$ cat config.mk
export PLATFORM = sky130hd
export DESIGN_NAME = dma_thresh_fifo
export DESIGN_NICKNAME = d
export VERILOG_FILES = /design/src/rtl/dma_thresh_fifo_pkg.sv /design/src/rtl/dma_thresh_fifo_store.sv /design/src/rtl/dma_thresh_fifo_cfg.sv /design/src/rtl/dma_thresh_fifo_eval.sv /design/src/rtl/dma_thresh_fifo.sv
export SDC_FILE = /design/constraint.sdc
export NUM_CORES = 1
export LEC_CHECK = 0
export BUFFER_PORTS_ARGS = -buffer_cell sky130_fd_sc_hd__buf_2
export CORE_MARGIN = 2
export CORE_UTILIZATION = 60
export DETAILED_ROUTE_END_ITERATION = 8
export GPL_ROUTABILITY_DRIVEN = 0
export GPL_TIMING_DRIVEN = 0
export PLACE_DENSITY = 0.78
export SLEW_MARGIN = 20
export SYNTH_ARGS = -nofsm -noshare
export SYNTH_HDL_FRONTEND = slang
export SYNTH_HIERARCHICAL = 1
export SYNTH_SLANG_ARGS = --single-unit
$ cat constraint.sdc
create_clock -name clk -period 4.7 [get_ports clk]
set_input_delay 0.94 -clock clk [delete_from_list [all_inputs] [get_ports clk]]
set_output_delay 0.94 -clock clk [all_outputs]
set_load 0.02 [all_outputs]
$ cat src/rtl/dma_thresh_fifo_pkg.sv
package dma_thresh_fifo_pkg;
  localparam int CFG_W     = 16;
  localparam int LVL_W     = 5;
  localparam int RXDMA_BIT = 15;
  localparam int AF_LSB    = 8;
  localparam int TXDMA_BIT = 7;
  localparam int AE_LSB    = 0;

  typedef struct packed {
    logic             rx_dma;
    logic [LVL_W-1:0] af_lvl;
    logic             tx_dma;
    logic [LVL_W-1:0] ae_lvl;
  } buf_cfg_t;

  localparam buf_cfg_t CFG_RST = '{rx_dma: 1'b0, af_lvl: '1, tx_dma: 1'b0, ae_lvl: '0};
endpackage

$ cat src/rtl/dma_thresh_fifo_store.sv
module dma_thresh_fifo_store #(
  parameter int DEPTH = 32,
  parameter int WIDTH = 16,
  localparam int PTR_W = $clog2(DEPTH),
  localparam int CNT_W = PTR_W + 1
) (
  input  logic             clk,
  input  logic             rst_n,
  input  logic             clr,
  input  logic             wr_en,
  input  logic [WIDTH-1:0] wr_data,
  input  logic             rd_en,
  output logic [WIDTH-1:0] rd_data,
  output logic [CNT_W-1:0] count,
  output logic [CNT_W-1:0] count_nx,
  output logic             push_ok,
  output logic             pop_ok
);
  logic [WIDTH-1:0] mem [DEPTH];
  logic [PTR_W-1:0] head_q, head_nx, wr_idx;
  logic [CNT_W-1:0] cnt_q;

  assign push_ok = wr_en & ~clr & (cnt_q != CNT_W'(DEPTH));
  assign pop_ok  = rd_en & ~clr & (cnt_q != '0);
  assign wr_idx  = head_q + cnt_q[PTR_W-1:0];

  always_comb begin
    head_nx  = head_q;
    count_nx = cnt_q;
    if (clr) begin
      head_nx  = '0;
      count_nx = '0;
    end else begin
      if (pop_ok) head_nx = head_q + PTR_W'(1);
      case ({push_ok, pop_ok})
        2'b10:   count_nx = cnt_q + CNT_W'(1);
        2'b01:   count_nx = cnt_q - CNT_W'(1);
        default: count_nx = cnt_q;
      endcase
    end
  end

  always_ff @(posedge clk or negedge rst_n) begin
    if (!rst_n) begin
      head_q <= '0;
      cnt_q  <= '0;
    end else begin
      head_q <= head_nx;
      cnt_q  <= count_nx;
    end
  end

  always_ff @(posedge clk) begin
    if (push_ok) mem[wr_idx] <= wr_data;
  end

  assign rd_data = mem[head_q];
  assign count   = cnt_q;
endmodule

$ cat src/rtl/dma_thresh_fifo_cfg.sv
module dma_thresh_fifo_cfg
  import dma_thresh_fifo_pkg::*;
(
  input  logic             clk,
  input  logic             rst_n,
  input  logic             cfg_we,
  input  logic [CFG_W-1:0] cfg_wdata,
  output buf_cfg_t         cfg_q,
  output buf_cfg_t         cfg_nx,
  output logic [CFG_W-1:0] cfg_rdata
);
  buf_cfg_t wr_cfg;
  logic     unused_cfg_bits;

  assign wr_cfg.rx_dma = cfg_wdata[RXDMA_BIT];
  assign wr_cfg.af_lvl = cfg_wdata[AF_LSB +: LVL_W];
  assign wr_cfg.tx_dma = cfg_wdata[TXDMA_BIT];
  assign wr_cfg.ae_lvl = cfg_wdata[AE_LSB +: LVL_W];
  assign unused_cfg_bits = ^{cfg_wdata[14:13], cfg_wdata[6:5]};

  always_comb begin
    cfg_nx = cfg_q;
    if (cfg_we) cfg_nx = wr_cfg;
  end

  always_ff @(posedge clk or negedge rst_n) begin
    if (!rst_n) cfg_q <= CFG_RST;
    else        cfg_q <= cfg_nx;
  end

  always_comb begin
    cfg_rdata = '0;
    cfg_rdata[RXDMA_BIT]       = cfg_q.rx_dma;
    cfg_rdata[AF_LSB +: LVL_W] = cfg_q.af_lvl;
    cfg_rdata[TXDMA_BIT]       = cfg_q.tx_dma;
    cfg_rdata[AE_LSB +: LVL_W] = cfg_q.ae_lvl;
  end
endmodule

$ cat src/rtl/dma_thresh_fifo_eval.sv
module dma_thresh_fifo_eval
  import dma_thresh_fifo_pkg::*;
#(
  parameter int CNT_W = 6
) (
  input  logic             clk,
  input  logic             rst_n,
  input  logic [CNT_W-1:0] count_nx,
  input  buf_cfg_t         cfg_nx,
  input  logic             dir_rx,
  input  logic             xfer_active,
  input  logic             evt,
  output logic [1:0]       dreq_q,
  output logic [1:0]       set_q,
  output logic [1:0]       clr_q
);
  localparam int N_LANE = 2;

  logic             live;
  logic [1:0]       dreq_nx, set_nx, clr_nx;

  assign live = xfer_active | (count_nx != '0);

  for (genvar g = 0; g < N_LANE; g++) begin : g_lane
    logic hit, use_dma;
    assign hit     = (g == 0) ? (dir_rx  & (count_nx > CNT_W'(cfg_nx.af_lvl)))
                              : (!dir_rx & (count_nx < CNT_W'(cfg_nx.ae_lvl)));
    assign use_dma = (g == 0) ? cfg_nx.rx_dma : cfg_nx.tx_dma;
    assign dreq_nx[g] = live & hit & use_dma;
    assign set_nx[g]  = evt & live & hit & ~use_dma;
    assign clr_nx[g]  = evt & ~set_nx[g];
  end

  always_ff @(posedge clk or negedge rst_n) begin
    if (!rst_n) begin
      dreq_q <= '0;
      set_q  <= '0;
      clr_q  <= '0;
    end else begin
      dreq_q <= dreq_nx;
      set_q  <= set_nx;
      clr_q  <= clr_nx;
    end
  end
endmodule

$ cat src/rtl/dma_thresh_fifo.sv
module dma_thresh_fifo
  import dma_thresh_fifo_pkg::*;
#(
  parameter int DEPTH = 32,
  parameter int WIDTH = 16,
  localparam int CNT_W = $clog2(DEPTH) + 1
) (
  input  logic             clk,
  input  logic             rst_n,
  input  logic             clr,
  input  logic             xfer_active,
  input  logic             dir_rx,
  input  logic             cfg_we,
  input  logic [CFG_W-1:0] cfg_wdata,
  output logic [CFG_W-1:0] cfg_rdata,
  input  logic             wr_en,
  input  logic [WIDTH-1:0] wr_data,
  input  logic             rd_en,
  output logic [WIDTH-1:0] rd_data,
  output logic [CNT_W-1:0] fill_level,
  output logic             full,
  output logic             empty,
  output logic             rx_dreq,
  output logic             tx_dreq,
  output logic             rx_rdy_set,
  output logic             rx_rdy_clr,
  output logic             tx_rdy_set,
  output logic             tx_rdy_clr
);
  logic [CNT_W-1:0] count_nx;
  logic             push_ok, pop_ok, evt;
  buf_cfg_t         cfg_q, cfg_nx;
  logic [1:0]       dreq_q, set_q, clr_q;
  logic             unused_cfg_q;

  dma_thresh_fifo_store #(.DEPTH(DEPTH), .WIDTH(WIDTH)) u_store (
    .clk(clk), .rst_n(rst_n), .clr(clr),
    .wr_en(wr_en), .wr_data(wr_data), .rd_en(rd_en), .rd_data(rd_data),
    .count(fill_level), .count_nx(count_nx), .push_ok(push_ok), .pop_ok(pop_ok)
  );

  dma_thresh_fifo_cfg u_cfg (
    .clk(clk), .rst_n(rst_n), .cfg_we(cfg_we), .cfg_wdata(cfg_wdata),
    .cfg_q(cfg_q), .cfg_nx(cfg_nx), .cfg_rdata(cfg_rdata)
  );

  assign evt = push_ok | pop_ok | cfg_we | clr;
  assign unused_cfg_q = ^cfg_q;

  dma_thresh_fifo_eval #(.CNT_W(CNT_W)) u_eval (
    .clk(clk), .rst_n(rst_n), .count_nx(count_nx), .cfg_nx(cfg_nx),
    .dir_rx(dir_rx), .xfer_active(xfer_active), .evt(evt),
    .dreq_q(dreq_q), .set_q(set_q), .clr_q(clr_q)
  );

  assign full       = (fill_level == CNT_W'(DEPTH));
  assign empty      = (fill_level == '0);
  assign rx_dreq    = dreq_q[0];
  assign tx_dreq    = dreq_q[1];
  assign rx_rdy_set = set_q[0];
  assign rx_rdy_clr = clr_q[0];
  assign tx_rdy_set = set_q[1];
  assign tx_rdy_clr = clr_q[1];
endmodule

==> flow_metrics.tcl, run 1 <==
set metrics [dict create \
    detailed_place_hpwl_mm 36.3 \
    hold_slack_ps 401 \
    clk_pin_slew_ps 70 \
    drive_gt1_share_pct 29.5 \
    portBuffers 77 \
    placed_cells 1805 \
    required_ps 4980 \
    synth_top_family_by_area "multiplexers" \
    ir_drop_mv 0.419 \
    grt_use_total_pct 28.6 \
    crit_buf_inv 7 \
    cp-start-kind "register" \
    dr.first_iter.drc_count 1526 \
    syn_avg_cell_area_um2 18.5 \
    coreArea_mm2 0.0357 \
    cp_slowest_cell "nor4_2" \
    endpoint_kind "register" \
    final_nets 1460 \
    grt.overflow.total 0 \
    route.detailed.drc 0 \
    grt_pass1_wl_mm 79.3 \
    synthToLayoutAreaGrowth_pct 16.2 \
    synth_edf_count 512 \
    wl_per_cell_um 28.4 \
    synth_simple_gate_area_share_pct 5.22 \
    layoutNonFillerInstCount 1907 \
    async_reset_ff_share_pct 5.36 \
    power.density_mw_per_mm2 492 \
    total_power_uw 12500 \
    crit_top_cell "buf_2" \
    clock.fmax_mhz 218 \
    start_util_pct 61.3 \
    pre_cts_ws_ps -207 \
    p_leak_uw 0.00846 \
    netlist_area_mm2 0.0219 \
    wirelength_mm 54.2 \
    cts_buffer_depth 3 \
    drt-pass1-iter-count 6 \
    synth_fa_ha_area_share_pct 1.06 \
    critPathMaxFanout 10 \
    final_max_slew_viol_count 0 \
    clock_latency_ps 580 \
    htree_levels 2 \
    grt_pass1_vias 12300 \
    critPathKind "reg -> reg" \
    antenna_found_initial 0 \
    slew_headroom_pct 31.3 \
    synth_compound_area_share_pct 3.75 \
    die-height_um 195 \
    muxShareOfSynthArea_pct 13.4 \
    yosys.area_share.xor_xnor_pct 0.702 \
    worstMarginPinSlew_ps 1030 \
    antenna_cells 0 \
    status "finished clean" \
    die_area_mm2 0.0381 \
    fin_area_mm2 0.0255 \
    synth.distinct_cells 63 \
    cts_buffers 52 \
    drv_cap 0 \
    cts_tree "done" \
    post-synth-top-area-fraction_pct 70.2 \
    ys_ff_latch 541 \
    period_share_pct 97.6 \
    die_w_um 195 \
    slowest_delay_ps 710 \
    synth_area_leaders "edfxtp_1, mux4_2, mux2i_1" \
    finClkSkew_ps 19.4 \
    seq_area_frac_synth_pct 73.5 \
    setup_viol 0 \
    rsz0062_at_grt "true" \
    fin_crit_ps 4590 \
    worstPathArrival_ps 4870 \
    pin_count 86 \
    holdCritPathClass "in -> async" \
    antenna_left 0 \
    path_delay_family "buffers and inverters" \
    post_dp_cell_area_mm2 0.0236 \
    num_vias 12500 \
    ys_warn_count 6 \
    setup_ws_ps 111 \
    num_rows 69 \
    worstPathCellList "buf_2, buf_2, buf_2, inv_1, fa_1, nor2b_1, o21ai_0, nand2b_1, xor2_2, buf_2, nor4_2, buf_2, buf_2" \
    grt_max_degree 33 \
    critPathLaunch "u_store/head_q[1]" \
    cts_num_sinks 541 \
    synth_top_area_cell "edfxtp_1" \
    ctsHoldBuffers 0 \
    clk_root_buffer_cell "clkbuf_16" \
    finalHoldViolCount 0 \
    vias_per_cell 6.54 \
    r2r_start "u_store/head_q[1]" \
    syn_inst 1187 \
    synth-main-ff-cell "edfxtp_1" \
]
through the flow:
stage | utilization [%] | setup TNS (ps)
detailed placement | 66.0 | -747
floorplan | - | 0
global route | 71.3 | 0
CTS | 71.0 | 0
global placement | 64.0 | -591150
finish | 71.3 | 0
report_power, final:
part	internal, µW	switching, µW	leakage (µW)	total, µW
registers	5430	63.7	0.00497	5490
clock network	2610	1750	0.000879	4360
logic	1030	1650	0.00262	2680
total	9060	3470	0.00846	12500
worst register-to-register path: stages, from the launching register on:
cell,delay (ps)
dfrtp_1,380
buf_2,180
buf_2,360
buf_2,460
inv_1,150
fa_1,510
nor2b_1,130
o21ai_0,80
nand2b_1,190
xor2_2,220
buf_2,320
nor4_2,720
buf_2,360
buf_2,250
cell usage after synthesis, drive strengths merged (13+ instances only):
cell	count
edfxtp	512
mux2i	130
a22oi	64
mux4	64
buf	59
nand3	40
a21oi	39
nor2b	37
nor4	33
clkbuf	26
dfrtp	24
ha	17
inv	17
nand4	17
nor2	14
mux2	13
path summary, 6_finish.rpt:
kind | endpoint | slack [ps] | cells after the start
max | u_store/mem[7][13] | 110 | 13
min | u_eval/clr_q[1] | 400 | 1
max reg2reg | u_store/mem[7][13] | 110 | 13
min reg2reg | u_cfg/cfg_q[0] | 530 | 1
max in group asynchronous | u_store/count[1] | 3870 | 1
min in group clk | u_cfg/cfg_q[0] | 530 | 1
layout by cell type, fill, tap and decap left out, types with 4 or more instances in the layout:
| cell type | instances |
|---|---|
| a21oi_1 | 39 |
| a22oi_1 | 64 |
| buf_2 | 155 |
| buf_4 | 56 |
| buf_6 | 6 |
| bufinv_16 | 10 |
| clkbuf_1 | 32 |
| clkbuf_16 | 53 |
| clkinv_1 | 13 |
| clkinv_2 | 11 |
| conb_1 | 4 |
| dfrtp_1 | 24 |
| dfstp_2 | 5 |
| edfxtp_1 | 512 |
| ha_1 | 17 |
| inv_1 | 17 |
| mux2_4 | 10 |
| mux2i_1 | 130 |
| mux4_2 | 64 |
| nand2_1 | 9 |
| nand3_1 | 38 |
| nand4_1 | 17 |
| nor2_1 | 13 |
| nor2b_1 | 37 |
| nor3_1 | 5 |
| nor4_2 | 20 |
| nor4_4 | 12 |
| o21ai_0 | 5 |
| xor2_1 | 8 |
state kept, by name, indices dropped and copies added (netlist names):
name / cells
u_cfg/cfg_q: 12
u_store/head_q: 5
u_eval/dreq_q: 2
u_store/count: 6
u_eval/set_q: 2
u_store/mem: 512
u_eval/clr_q: 2
layer usage:
metal	GRT usage, %	part of all wire (%)	vias to the layer above
li1	-	-	5199
met1	39.6	38	6347
met2	46.5	49	787
met3	5.18	9.8	134
met4	10.2	3.6	0
met5	0	0	-
logic make-up after synthesis:
kind of cell / after synthesis
mux: 207
xor+xnor: 15
fa+ha+maj: 18
flops: 541
buf+inv: 102
simple gates: 182
other cells: 1
compound gates: 121
repair_timing:
item / 4_1_cts / 5_1_grt
setup endpoints to repair: 0 / 16
endpoints found under the hold margin: 0 / 0
resized for setup: 0 / 6
buffers inserted: 0 / 4
layout make-up:
type / count / area [µm²]
sequential: 541 / 16100
fill: 2188 / 10300
multi-input combinational: 547 / 5570
clock buffer: 60 / 1350
timing repair buffer: 158 / 903
tap: 461 / 577
buffer: 85 / 459
clock inverter: 38 / 438
inverter: 17 / 63.8
Power figures use the tool's default switching activity.
==> run 2, diff against run 1 <==
--- a/config.mk
+++ b/config.mk
@@ -12,7 +12,7 @@
 export GPL_ROUTABILITY_DRIVEN = 0
 export GPL_TIMING_DRIVEN = 0
 export PLACE_DENSITY = 0.78
-export SLEW_MARGIN = 20
+export SLEW_MARGIN = 0
 export SYNTH_ARGS = -nofsm -noshare
 export SYNTH_HDL_FRONTEND = slang
 export SYNTH_HIERARCHICAL = 1
==> constraint.sdc (replaced) <==
create_clock -name clk -period 4.7 [get_ports clk]
set_input_delay 0.94 -clock clk [delete_from_list [all_inputs] [get_ports clk]]
set_output_delay 0.94 -clock clk [all_outputs]
set_load 0.01 [all_outputs]
==> run 2 against run 1 <==
  * Combinational power shrank 5%
  * Routed wire length is 0.97% lower
  * Largest cell class unchanged
  * Critical endpoint is now u_eval/set_q[1]
  * Via count is 1.5% lower
  * Non-clock buffer count shrank 16
  * Critical path depth up 3
==> flow_metrics.tcl, run 2 (synthesis gave the netlist of run 1 again) <==
set metrics [dict create \
    die_area_mm2 0.0381 \
    cts_setup_buffers 0 \
    portBuffers 77 \
    ir_drop_mv 0.370 \
    cts_buffers 53 \
    cts_buffer_depth 3 \
    grt_use_total_pct 28.4 \
    cts_tree "done" \
    status "finished clean" \
    die_w_um 195 \
    wirelength_mm 53.6 \
    finalHoldViolCount 0 \
    num_vias 12300 \
    num_rows 69 \
    dr.first_iter.drc_count 1663 \
    holdCritPathClass "in -> async" \
    maxUsedRoutingLayer "met4" \
    largest_reg_flops 512 \
    wl_per_cell_um 28.4 \
    r2r_start "u_store/count[3]" \
    finClkSkew_ps 13.3 \
    cts_resized 0 \
    post_dp_cell_area_mm2 0.0237 \
    drive_gt1_share_pct 28.6 \
    r2r-end "u_eval/set_q[1]" \
    drv_cap 0 \
    ctsHoldBuffers 0 \
    r2r_setup_slack_ps 230 \
    clock_latency_ps 580 \
    clock.fmax_mhz 224 \
    wl_met3_mm 5.18 \
    layout_commonest_cell "edfxtp_1" \
    grt.overflow.total 0 \
    fin_crit_ps 4470 \
    clk_pin_slew_ps 60 \
    worstPathArrival_ps 4930 \
    cp-start-kind "register" \
    final_util_pct 71.0 \
    regMostFlops "u_store/mem" \
    m1WireLength_mm 20.0 \
    critPathKind "reg -> reg" \
    reg2reg_depth 16 \
    final_nets 1445 \
    htree_levels 2 \
    required_ps 5170 \
    cts_num_sinks 541 \
    drt-pass1-iter-count 5 \
    p_leak_uw 0.00834 \
    die-height_um 195 \
    vias_per_cell 6.50 \
    antenna_cells 0 \
    pin_count 86 \
    final_max_slew_viol_count 0 \
    power.density_mw_per_mm2 482 \
    endpoint_kind "register" \
    fin_area_mm2 0.0254 \
    tns_ps 0 \
    wl_met2_mm 26.3 \
    grt_pass1_vias 12200 \
    grt_pass1_wl_mm 77.9 \
    critPathMaxFanout 10 \
    setup_viol 0 \
    worstMarginPinSlew_ps 973 \
    synthToLayoutAreaGrowth_pct 15.8 \
    grt_max_degree 33 \
    slew_headroom_pct 34.6 \
    period_share_pct 95.1 \
    final_cell_mix "edfxtp_1, mux2i_1, buf_2" \
    detailed_place_hpwl_mm 36.0 \
    start_util_pct 61.3 \
    antenna_left 0 \
    clk_root_buffer_cell "clkbuf_16" \
    antenna_found_initial 1 \
    route.detailed.drc 0 \
    coreArea_mm2 0.0357 \
]
-- run 2: cell type report --
| class | count | area [µm²] |
|---|---|---|
| sequential | 541 | 16100 |
| fill | 2211 | 10400 |
| multi-input combinational | 547 | 5530 |
| clock buffer | 62 | 1400 |
| timing repair buffer | 142 | 933 |
| tap | 461 | 577 |
| buffer | 85 | 459 |
| clock inverter | 34 | 317 |
| inverter | 17 | 63.8 |
-- run 2: per-stage QoR --
| stage | total power, µW | hold WS [ps] | setup slack, ps | cells |
|---|---|---|---|---|
| finish | 12200 | 393 | 231 | 1889 |
| global route | 12600 | 449 | -22.7 | 1889 |
| CTS | 12200 | 407 | 131 | 1889 |
| detailed placement | 8090 | 512 | -218 | 1793 |
| global placement | 7970 | 509 | -1920 | 1728 |
| floorplan | 7160 | 493 | 455 | 1190 |
-- run 2: how the worst max path moves through the flow --
stage                       from  slack [ps]           endpoint  depth (start not counted)
6_report        u_store/count[3]         230    u_eval/set_q[1]                         16
3_3_place_gp   u_store/head_q[1]       -1920  u_store/mem[9][4]                         11
2_1_floorplan  u_store/head_q[1]         450  u_store/mem[8][0]                         11
4_1_cts         u_store/count[3]         130    u_eval/set_q[1]                         16
3_5_place_dp                 clr        -220    u_eval/set_q[1]                         15
5_1_grt         u_store/count[3]         -20    u_eval/set_q[1]                         16
-- run 2: power breakdown --
group / switching (µW) / internal (µW) / total (µW)
clock network: 1730 / 2450 / 4190
logic: 1540 / 1010 / 2550
registers: 63.9 / 5430 / 5490
total: 3330 / 8890 / 12200
-- run 2: layer usage --
metal  track usage (%)  vias to the layer above
met5                 0                        -
met4              11.2                        0
met3              5.89                      134
met2              46.2                      696
met1              38.1                     6278
li1                  -                     5171
-- run 2: worst max-delay path: stages (launching register included) --
cell and delay (ps):
dfrtp_1 420, clkbuf_2 230, nor3_2 90, a311oi_4 600
ha_1 240, buf_2 180, xor2_1 90, ha_1 180
a21oi_1 240, a32o_1 220, a21oi_1 50, or3_1 320
a21oi_1 360, ha_1 330, a2111oi_2 360, nand2_1 150
nor4b_1 290
